===== config.mk =====
export PLATFORM = sky130hd
export DESIGN_NAME = sha256_compress
export DESIGN_NICKNAME = d
export VERILOG_FILES = /design/src/rtl/sha256_pkg.sv /design/src/rtl/sha256_sched.sv /design/src/rtl/sha256_round.sv /design/src/rtl/sha256_compress.sv
export SDC_FILE = /design/constraint.sdc
export NUM_CORES = 2
export LEC_CHECK = 0
export CORE_AREA = 2 2 403 405
export DETAILED_ROUTE_END_ITERATION = 10
export DIE_AREA = 0 0 405 407
export DONT_BUFFER_PORTS = 1
export PLACE_DENSITY = 0.71
export SLEW_MARGIN = 0
export SYNTH_ARGS = -nofsm -noshare
export SYNTH_HDL_FRONTEND = slang
export SYNTH_SLANG_ARGS = --single-unit

===== constraint.sdc =====
create_clock -name clk -period 10.5 [get_ports clk]
set_input_delay 0.525 -clock clk [delete_from_list [all_inputs] [get_ports clk]]
set_output_delay 0.525 -clock clk [all_outputs]
set_load 0.02 [all_outputs]

===== src/rtl/sha256_pkg.sv =====
package sha256_pkg;
    localparam int WORD_W   = 32;
    localparam int N_MSG    = 16;
    localparam int N_STATE  = 8;
    localparam int N_ROUNDS = 64;
    localparam int RND_W    = $clog2(N_ROUNDS);

    typedef logic [WORD_W-1:0]             word_t;
    typedef logic [0:N_STATE-1][WORD_W-1:0] state_t;
    typedef logic [0:N_MSG-1][WORD_W-1:0]   block_t;

    typedef enum logic [1:0] {
        ST_IDLE  = 2'd0,
        ST_ROUND = 2'd1,
        ST_FINAL = 2'd2
    } ctl_state_t;

    localparam word_t K_TAB [0:N_ROUNDS-1] = '{
        32'h428a2f98, 32'h71374491, 32'hb5c0fbcf, 32'he9b5dba5,
        32'h3956c25b, 32'h59f111f1, 32'h923f82a4, 32'hab1c5ed5,
        32'hd807aa98, 32'h12835b01, 32'h243185be, 32'h550c7dc3,
        32'h72be5d74, 32'h80deb1fe, 32'h9bdc06a7, 32'hc19bf174,
        32'he49b69c1, 32'hefbe4786, 32'h0fc19dc6, 32'h240ca1cc,
        32'h2de92c6f, 32'h4a7484aa, 32'h5cb0a9dc, 32'h76f988da,
        32'h983e5152, 32'ha831c66d, 32'hb00327c8, 32'hbf597fc7,
        32'hc6e00bf3, 32'hd5a79147, 32'h06ca6351, 32'h14292967,
        32'h27b70a85, 32'h2e1b2138, 32'h4d2c6dfc, 32'h53380d13,
        32'h650a7354, 32'h766a0abb, 32'h81c2c92e, 32'h92722c85,
        32'ha2bfe8a1, 32'ha81a664b, 32'hc24b8b70, 32'hc76c51a3,
        32'hd192e819, 32'hd6990624, 32'hf40e3585, 32'h106aa070,
        32'h19a4c116, 32'h1e376c08, 32'h2748774c, 32'h34b0bcb5,
        32'h391c0cb3, 32'h4ed8aa4a, 32'h5b9cca4f, 32'h682e6ff3,
        32'h748f82ee, 32'h78a5636f, 32'h84c87814, 32'h8cc70208,
        32'h90befffa, 32'ha4506ceb, 32'hbef9a3f7, 32'hc67178f2
    };

    function automatic word_t rotr(input word_t x, input int n);
        return (x >> n) | (x << (WORD_W - n));
    endfunction

    function automatic word_t big_sig0(input word_t x);
        return rotr(x, 2) ^ rotr(x, 13) ^ rotr(x, 22);
    endfunction

    function automatic word_t big_sig1(input word_t x);
        return rotr(x, 6) ^ rotr(x, 11) ^ rotr(x, 25);
    endfunction

    function automatic word_t small_sig0(input word_t x);
        return rotr(x, 7) ^ rotr(x, 18) ^ (x >> 3);
    endfunction

    function automatic word_t small_sig1(input word_t x);
        return rotr(x, 17) ^ rotr(x, 19) ^ (x >> 10);
    endfunction
endpackage


===== src/rtl/sha256_sched.sv =====
module sha256_sched
    import sha256_pkg::*;
(
    input  logic   clk,
    input  logic   rst_n,
    input  logic   load,
    input  logic   shift,
    input  block_t load_words,
    output word_t  w_cur,
    output word_t  w_nxt
);
    block_t win;
    word_t  w_new;

    // word t+16 from the window holding words t .. t+15
    assign w_new = small_sig1(win[N_MSG-2]) + win[N_MSG-7]
                 + small_sig0(win[1]) + win[0];

    always_ff @(posedge clk or negedge rst_n) begin
        if (!rst_n) begin
            win <= '0;
        end else if (load) begin
            win <= load_words;
        end else if (shift) begin
            for (int i = 0; i < N_MSG - 1; i++) begin
                win[i] <= win[i+1];
            end
            win[N_MSG-1] <= w_new;
        end
    end

    assign w_cur = win[0];
    assign w_nxt = win[1];

    // the window advances by one word per round
    assert_win_shift_R4: assert property (@(posedge clk) disable iff (!rst_n)
        (shift && !load) |=> (win[N_MSG-2] == $past(win[N_MSG-1])));
endmodule


===== src/rtl/sha256_round.sv =====
module sha256_round
    import sha256_pkg::*;
(
    input  state_t v,
    input  word_t  alpha,
    input  word_t  k_nxt,
    input  word_t  w_nxt,
    output state_t v_next,
    output word_t  alpha_next
);
    word_t t1, t2, ch, maj;

    always_comb begin
        ch  = (v[4] & v[5]) ^ (~v[4] & v[6]);
        maj = (v[0] & v[1]) ^ (v[0] & v[2]) ^ (v[1] & v[2]);
        t1  = alpha + big_sig1(v[4]) + ch;
        t2  = big_sig0(v[0]) + maj;
        v_next[0] = t1 + t2;
        v_next[1] = v[0];
        v_next[2] = v[1];
        v_next[3] = v[2];
        v_next[4] = v[3] + t1;
        v_next[5] = v[4];
        v_next[6] = v[5];
        v_next[7] = v[6];
        // g moves into h, so it seeds the next round's shared sum
        alpha_next = v[6] + k_nxt + w_nxt;
    end
endmodule


===== src/rtl/sha256_compress.sv =====
module sha256_compress
    import sha256_pkg::*;
(
    input  logic   clk,
    input  logic   rst_n,
    input  logic   start,
    input  block_t msg_in,
    input  state_t hash_in,
    output logic   busy,
    output logic   done,
    output state_t hash_out
);
    ctl_state_t state, state_nx;
    logic [RND_W-1:0] rnd, rnd_nx;
    state_t v, v_next, hash_q;
    word_t  alpha, alpha_next, w_cur, w_nxt;
    logic   do_load, do_round;
    logic [6:0] lat_cnt;

    assign do_load  = (state == ST_IDLE) && start;
    assign do_round = (state == ST_ROUND);
    assign rnd_nx   = rnd + 1'b1;

    sha256_sched u_sched (
        .clk        (clk),
        .rst_n      (rst_n),
        .load       (do_load),
        .shift      (do_round),
        .load_words (msg_in),
        .w_cur      (w_cur),
        .w_nxt      (w_nxt)
    );

    sha256_round u_round (
        .v          (v),
        .alpha      (alpha),
        .k_nxt      (K_TAB[rnd_nx]),
        .w_nxt      (w_nxt),
        .v_next     (v_next),
        .alpha_next (alpha_next)
    );

    always_ff @(posedge clk or negedge rst_n) begin
        if (!rst_n) state <= ST_IDLE;
        else        state <= state_nx;
    end

    always_comb begin
        state_nx = state;
        unique case (state)
            ST_IDLE:  if (start) state_nx = ST_ROUND;
            ST_ROUND: if (rnd == RND_W'(N_ROUNDS - 1)) state_nx = ST_FINAL;
            ST_FINAL: state_nx = ST_IDLE;
            default:  state_nx = ST_IDLE;
        endcase
    end

    always_ff @(posedge clk or negedge rst_n) begin
        if (!rst_n) begin
            busy     <= 1'b0;
            done     <= 1'b0;
            hash_out <= '0;
            hash_q   <= '0;
            v        <= '0;
            alpha    <= '0;
            rnd      <= '0;
        end else begin
            done <= 1'b0;
            unique case (state)
                ST_IDLE: begin
                    if (start) begin
                        busy   <= 1'b1;
                        hash_q <= hash_in;
                        v      <= hash_in;
                        alpha  <= hash_in[N_STATE-1] + K_TAB[0] + msg_in[0];
                        rnd    <= '0;
                    end
                end
                ST_ROUND: begin
                    v     <= v_next;
                    alpha <= alpha_next;
                    rnd   <= rnd_nx;
                end
                ST_FINAL: begin
                    for (int i = 0; i < N_STATE; i++) begin
                        hash_out[i] <= hash_q[i] + v[i];
                    end
                    done <= 1'b1;
                    busy <= 1'b0;
                end
                default: busy <= 1'b0;
            endcase
        end
    end

    // independent latency counter used only by the checks below
    always_ff @(posedge clk or negedge rst_n) begin
        if (!rst_n)       lat_cnt <= '0;
        else if (do_load) lat_cnt <= '0;
        else if (busy)    lat_cnt <= lat_cnt + 1'b1;
    end

    assert_latency_R2: assert property (@(posedge clk) disable iff (!rst_n)
        done |-> (lat_cnt == 7'd65));

    assert_done_pulse_R3: assert property (@(posedge clk) disable iff (!rst_n)
        done |=> !done);

    assert_busy_low_R3: assert property (@(posedge clk) disable iff (!rst_n)
        done |-> !busy);

    assert_start_ignored_R6: assert property (@(posedge clk) disable iff (!rst_n)
        (busy && start && state != ST_FINAL) |=> busy);

    assert_out_stable_R7: assert property (@(posedge clk) disable iff (!rst_n)
        !done |-> $stable(hash_out));
endmodule


==> metrics.txt <==
# TYPE chip_impl_metric gauge
chip_impl_info{name="outcome",value="finished clean"} 1
chip_impl_info{name="reg2reg_to",value="v[253]$_DFFE_PN0P_"} 1
chip_impl_metric{name="multi_input_comb_area",unit="um2"} 46600
chip_impl_metric{name="drc",unit=""} 0
chip_impl_metric{name="clock_insertion_delay_worst_skew",unit="ns"} 0.86
chip_impl_info{name="cp-end-kind",value="flip-flop"} 1
chip_impl_metric{name="yosysWarnings",unit=""} 0
chip_impl_metric{name="post_cts.resized_instances",unit=""} 0
chip_impl_metric{name="route.detailed.wl_per_inst",unit="um"} 30.8
chip_impl_metric{name="cts_inserted_buffers",unit=""} 151
chip_impl_metric{name="clkSinkCount",unit=""} 1322
chip_impl_metric{name="gpl.final_weighted_congestion",unit=""} 1.04
chip_impl_metric{name="die_h",unit="um"} 407
chip_impl_metric{name="synth.top_cell.area_share",unit="%"} 39.8
chip_impl_metric{name="fmax",unit="GHz"} 0.138
chip_impl_metric{name="netlist-cell-type-count",unit=""} 93
chip_impl_metric{name="synth_adder_area_share",unit="%"} 11.5
chip_impl_metric{name="clk_path_buf_depth",unit=""} 3
chip_impl_metric{name="worst-r2r-setup-slack",unit="ns"} 3.26
chip_impl_metric{name="vias_per_cell",unit=""} 6.53
chip_impl_metric{name="die_x",unit="um"} 405
chip_impl_info{name="synth_area_leader_cell",value="sky130_fd_sc_hd__dfrtp_1"} 1
chip_impl_metric{name="clkSlewWorstSetupHoldPaths",unit="ns"} 0.06
chip_impl_metric{name="dr_total_vias",unit=""} 80750
chip_impl_metric{name="final_hold_slack",unit="ns"} 0.0489
chip_impl_metric{name="wirelength",unit="mm"} 381
chip_impl_metric{name="synth.net_count",unit=""} 11040
chip_impl_metric{name="total_count_of_max_transition_violations_in_the_final_report",unit=""} 0
chip_impl_metric{name="cts.htree.levels",unit=""} 4
chip_impl_metric{name="path_max_fanout",unit=""} 7
chip_impl_info{name="synth_top_flop_cell",value="sky130_fd_sc_hd__dfrtp_1"} 1
chip_impl_metric{name="setup_repair_bufs_after_cts",unit=""} 0
chip_impl_metric{name="sequential_to_total_area_share_from_yosys_stat",unit="%"} 39.8
chip_impl_metric{name="setup_viol",unit=""} 0
chip_impl_metric{name="critical_path.max_stage_delay",unit="ns"} 0.87
chip_impl_info{name="cts_root_buffer",value="sky130_fd_sc_hd__clkbuf_16"} 1
chip_impl_info{name="tritoncts_clock_tree",value="done"} 1
chip_impl_metric{name="antenna_found_initial",unit=""} 71
chip_impl_metric{name="core_area",unit="um2"} 160000
chip_impl_metric{name="area.sequential",unit="um2"} 33100
chip_impl_metric{name="top_level_ports",unit=""} 1029
chip_impl_metric{name="syn_to_final_growth",unit="%"} 17.5
chip_impl_info{name="hold_path.class",value="input port to flip-flop"} 1
chip_impl_metric{name="final.setup_skew",unit="ns"} 0.0462
chip_impl_info{name="rsz0062_at_grt",value="false"} 1
chip_impl_info{name="worst_path_most_repeated_cell",value="sky130_fd_sc_hd__a21oi_1"} 1
chip_impl_metric{name="setup_tns",unit="ns"} 0
chip_impl_metric{name="synthArstFlopShare",unit="%"} 100
chip_impl_metric{name="drtIter0Drc",unit=""} 9678
chip_impl_metric{name="tightest_slew",unit="ns"} 1.29
chip_impl_info{name="synth_most_common_cell",value="sky130_fd_sc_hd__nand2_1"} 1
chip_impl_metric{name="maxCapViolations",unit=""} 0
chip_impl_metric{name="total_routing_usage_gr",unit="%"} 44.8
chip_impl_metric{name="ff2ff_path_depth",unit=""} 24
chip_impl_info{name="combinational_family_with_the_most_area_after_synthesis",value="compound AO/OA/AOI/OAI gates"} 1
chip_impl_metric{name="synth_compound_area_share",unit="%"} 22.2
chip_impl_metric{name="final.period_utilization",unit="%"} 68.9
chip_impl_metric{name="ys_ff_latch",unit=""} 1322
chip_impl_metric{name="synth.avg_cell_area",unit="um2"} 8.63
chip_impl_metric{name="synthCells",unit=""} 9623
chip_impl_metric{name="dp_hpwl",unit="mm"} 275
chip_impl_metric{name="port-buffer-count",unit=""} 0
chip_impl_metric{name="design.final.nets",unit=""} 11416
chip_impl_metric{name="synth_xor_xnor_area_share",unit="%"} 6.54
chip_impl_metric{name="grt_pass1_wl",unit="mm"} 538
chip_impl_metric{name="timing.critical_path.arrival",unit="ns"} 7.94
chip_impl_metric{name="mappedNetlistArea",unit="um2"} 83100
chip_impl_metric{name="via_count_of_the_first_global_routing_pass",unit=""} 78125
chip_impl_info{name="netlist_top_cells_count",value="1561 x sky130_fd_sc_hd__nand2_1, 1322 x sky130_fd_sc_hd__dfrtp_1, 957 x sky130_fd_sc_hd__nor2_1"} 1
chip_impl_metric{name="largest_net_degree_at_the_start_of_global_routing",unit=""} 252
chip_impl_info{name="worstSetupPathType",value="flip-flop to flip-flop"} 1
chip_impl_metric{name="synth_mux_area_share",unit="%"} 0.545
chip_impl_metric{name="fill_cells",unit=""} 13457
chip_impl_metric{name="timing.critical_path.required",unit="ns"} 11.20
chip_impl_metric{name="gr-total-overflow",unit=""} 0
chip_impl_info{name="whs_endpoint",value="v[109]$_DFFE_PN0P_"} 1
chip_impl_metric{name="floorplan.initialDensity",unit="%"} 51.9
chip_impl_info{name="rr_startpoint",value="v[44]$_DFFE_PN0P_"} 1
chip_impl_info{name="crit_path_cell_trace",value="mux2i_1 -> fa_1 -> inv_1 -> ha_1 -> a21oi_1 -> o21ai_0 -> a2111oi_0 -> nand2_1 -> a21oi_1 -> o21ai_0 -> a21o_1 -> a21oi_1 -> xnor2_1 -> fa_1 -> ha_1 -> and3_1 -> nand3_1 -> inv_1 -> a32oi_1 -> o2111a_1 -> nor2_1 -> a31oi_1 -> xor2_1 -> o211ai_1"} 1
chip_impl_metric{name="period_minus_slack",unit="ns"} 7.24
chip_impl_metric{name="floorplan.die_area",unit="um2"} 165000
chip_impl_metric{name="drt-pass1-iter-count",unit=""} 9
chip_impl_metric{name="hold_viol_final",unit=""} 0
chip_impl_metric{name="row_count",unit=""} 147
chip_impl_info{name="synth.top_cells.by_area",value="sky130_fd_sc_hd__dfrtp_1 40%, sky130_fd_sc_hd__ha_1 7.2%, sky130_fd_sc_hd__nand2_1 7.1%"} 1
chip_impl_metric{name="number_of_enable_type_register_cells_in_the_synthesized_netlist",unit=""} 0
chip_impl_info{name="crit_path_start_kind",value="flip-flop"} 1
chip_impl_info{name="critPathSlowestCell",value="sky130_fd_sc_hd__dfrtp_1"} 1
chip_impl_metric{name="slew_headroom",unit="%"} 14.0
chip_impl_metric{name="detail-route-antenna-nets",unit=""} 0
chip_impl_metric{name="post_route_cells_drive_above_1_share",unit="%"} 4.52
chip_impl_info{name="critical_hold_path_startpoint",value="hash_in[109]"} 1
chip_impl_metric{name="synth_simple_gate_area_share",unit="%"} 15.1
chip_impl_metric{name="depth_of_the_worst_hold_timing_path",unit=""} 3
==> how the worst max path moves through the flow <==
stage | startpoint | to | slack [ns]
detailed placement | v[44]$_DFFE_PN0P_ | v[253]$_DFFE_PN0P_ | 3.49
global placement | v[122]$_DFFE_PN0P_ | v[248]$_DFFE_PN0P_ | 3.59
global route | v[122]$_DFFE_PN0P_ | v[254]$_DFFE_PN0P_ | 2.83
CTS | v[44]$_DFFE_PN0P_ | v[253]$_DFFE_PN0P_ | 3.48
floorplan | v[122]$_DFFE_PN0P_ | v[248]$_DFFE_PN0P_ | 4.39
finish | v[44]$_DFFE_PN0P_ | v[253]$_DFFE_PN0P_ | 3.26
==> metrics by stage <==
stage	setup WS [ns]	area (um2)	std cells	utilization, %
3_3_place_gp	3.59	84500	11245	52.7
2_1_floorplan	4.39	83100	9623	-
3_5_place_dp	3.49	84500	11245	52.7
6_report	3.26	97600	12373	60.9
5_1_grt	2.83	97500	12334	60.8
4_1_cts	3.48	97300	12274	60.7
==> cell usage in the layout (no fill, tap or decap), drive strengths merged, types with 101 or more instances in the layout <==
| cell type | netlist | layout |
|---|---|---|
| fa | 168 | 168 |
| clkbuf | 582 | 216 |
| dlygate4sd3 | 0 | 758 |
| xor2 | 224 | 224 |
| nor2 | 957 | 957 |
| a31oi | 205 | 205 |
| a21oi | 956 | 956 |
| nand2 | 1561 | 1561 |
| xnor2 | 396 | 396 |
| a21o | 212 | 212 |
| buf | 69 | 116 |
| ha | 478 | 478 |
| o22ai | 596 | 596 |
| o21ai | 524 | 524 |
| dfrtp | 1322 | 1322 |
| nand3 | 101 | 101 |
| inv | 286 | 295 |
==> logic make-up (layout without fill, tap and decap cells) <==
kind of cell    count (synthesis)  after routing
compound gates               3008           3008
flops                        1322           1322
xor+xnor                      620            620
buf+inv                       940           1433
mux                            44             44
simple gates                 3020           3020
other cells                     0             97
fa+ha+maj                     669            669
==> per-layer routing <==
layer  share of wire, %  GRT usage, %  wire [um]  up-vias
met2                 45          70.3     171000     5456
met3                9.6          9.78      36400     1589
met4                 11          40.6      41000       12
met1                 35          51.4     132000    39024
li1                   -             -          -    34669
met5              0.023             0         87        -
==> sequential cells by signal, summed over array words and instances, names as in the netlist <==
signal,flops
hash_out,256
v,256
hash_q,256
u_sched.w_nxt,32
u_sched.win,448
rnd,6
state,2
busy,1
done,1
alpha,32
u_sched.w_cur,32
==> worst max-delay path, delay by kind of cell (launching register included) <==
kind	cells	cell delay, ns
and+or+nand+nor	4	0.67
adders and majority gates	4	1.87
xor gates and xnor gates	2	0.59
DFF	1	0.87
buffers and inverters	2	0.10
muxes	1	0.24
AOI/OAI and AO/OA	11	2.76
==> final cells by class <==
class                           count  area share, %
Sequential cell                  1322           33.9
Clock buffer                      216           4.50
Multi-Input combinational cell   7361           47.7
Inverter                          289           1.13
Clock inverter                     54          0.813
Antenna cell                       97          0.249
Timing Repair Buffer              874           8.88
Tap cell                         2160           2.77
==> what timing repair did <==
item	CTS	global route
hold endpoints to repair	1409	0
hold buffers	759	0
endpoints found under the setup margin	0	0
Power is not shown: default switching activity piles up to over one toggle a cycle in this logic, so the estimate is an artifact.
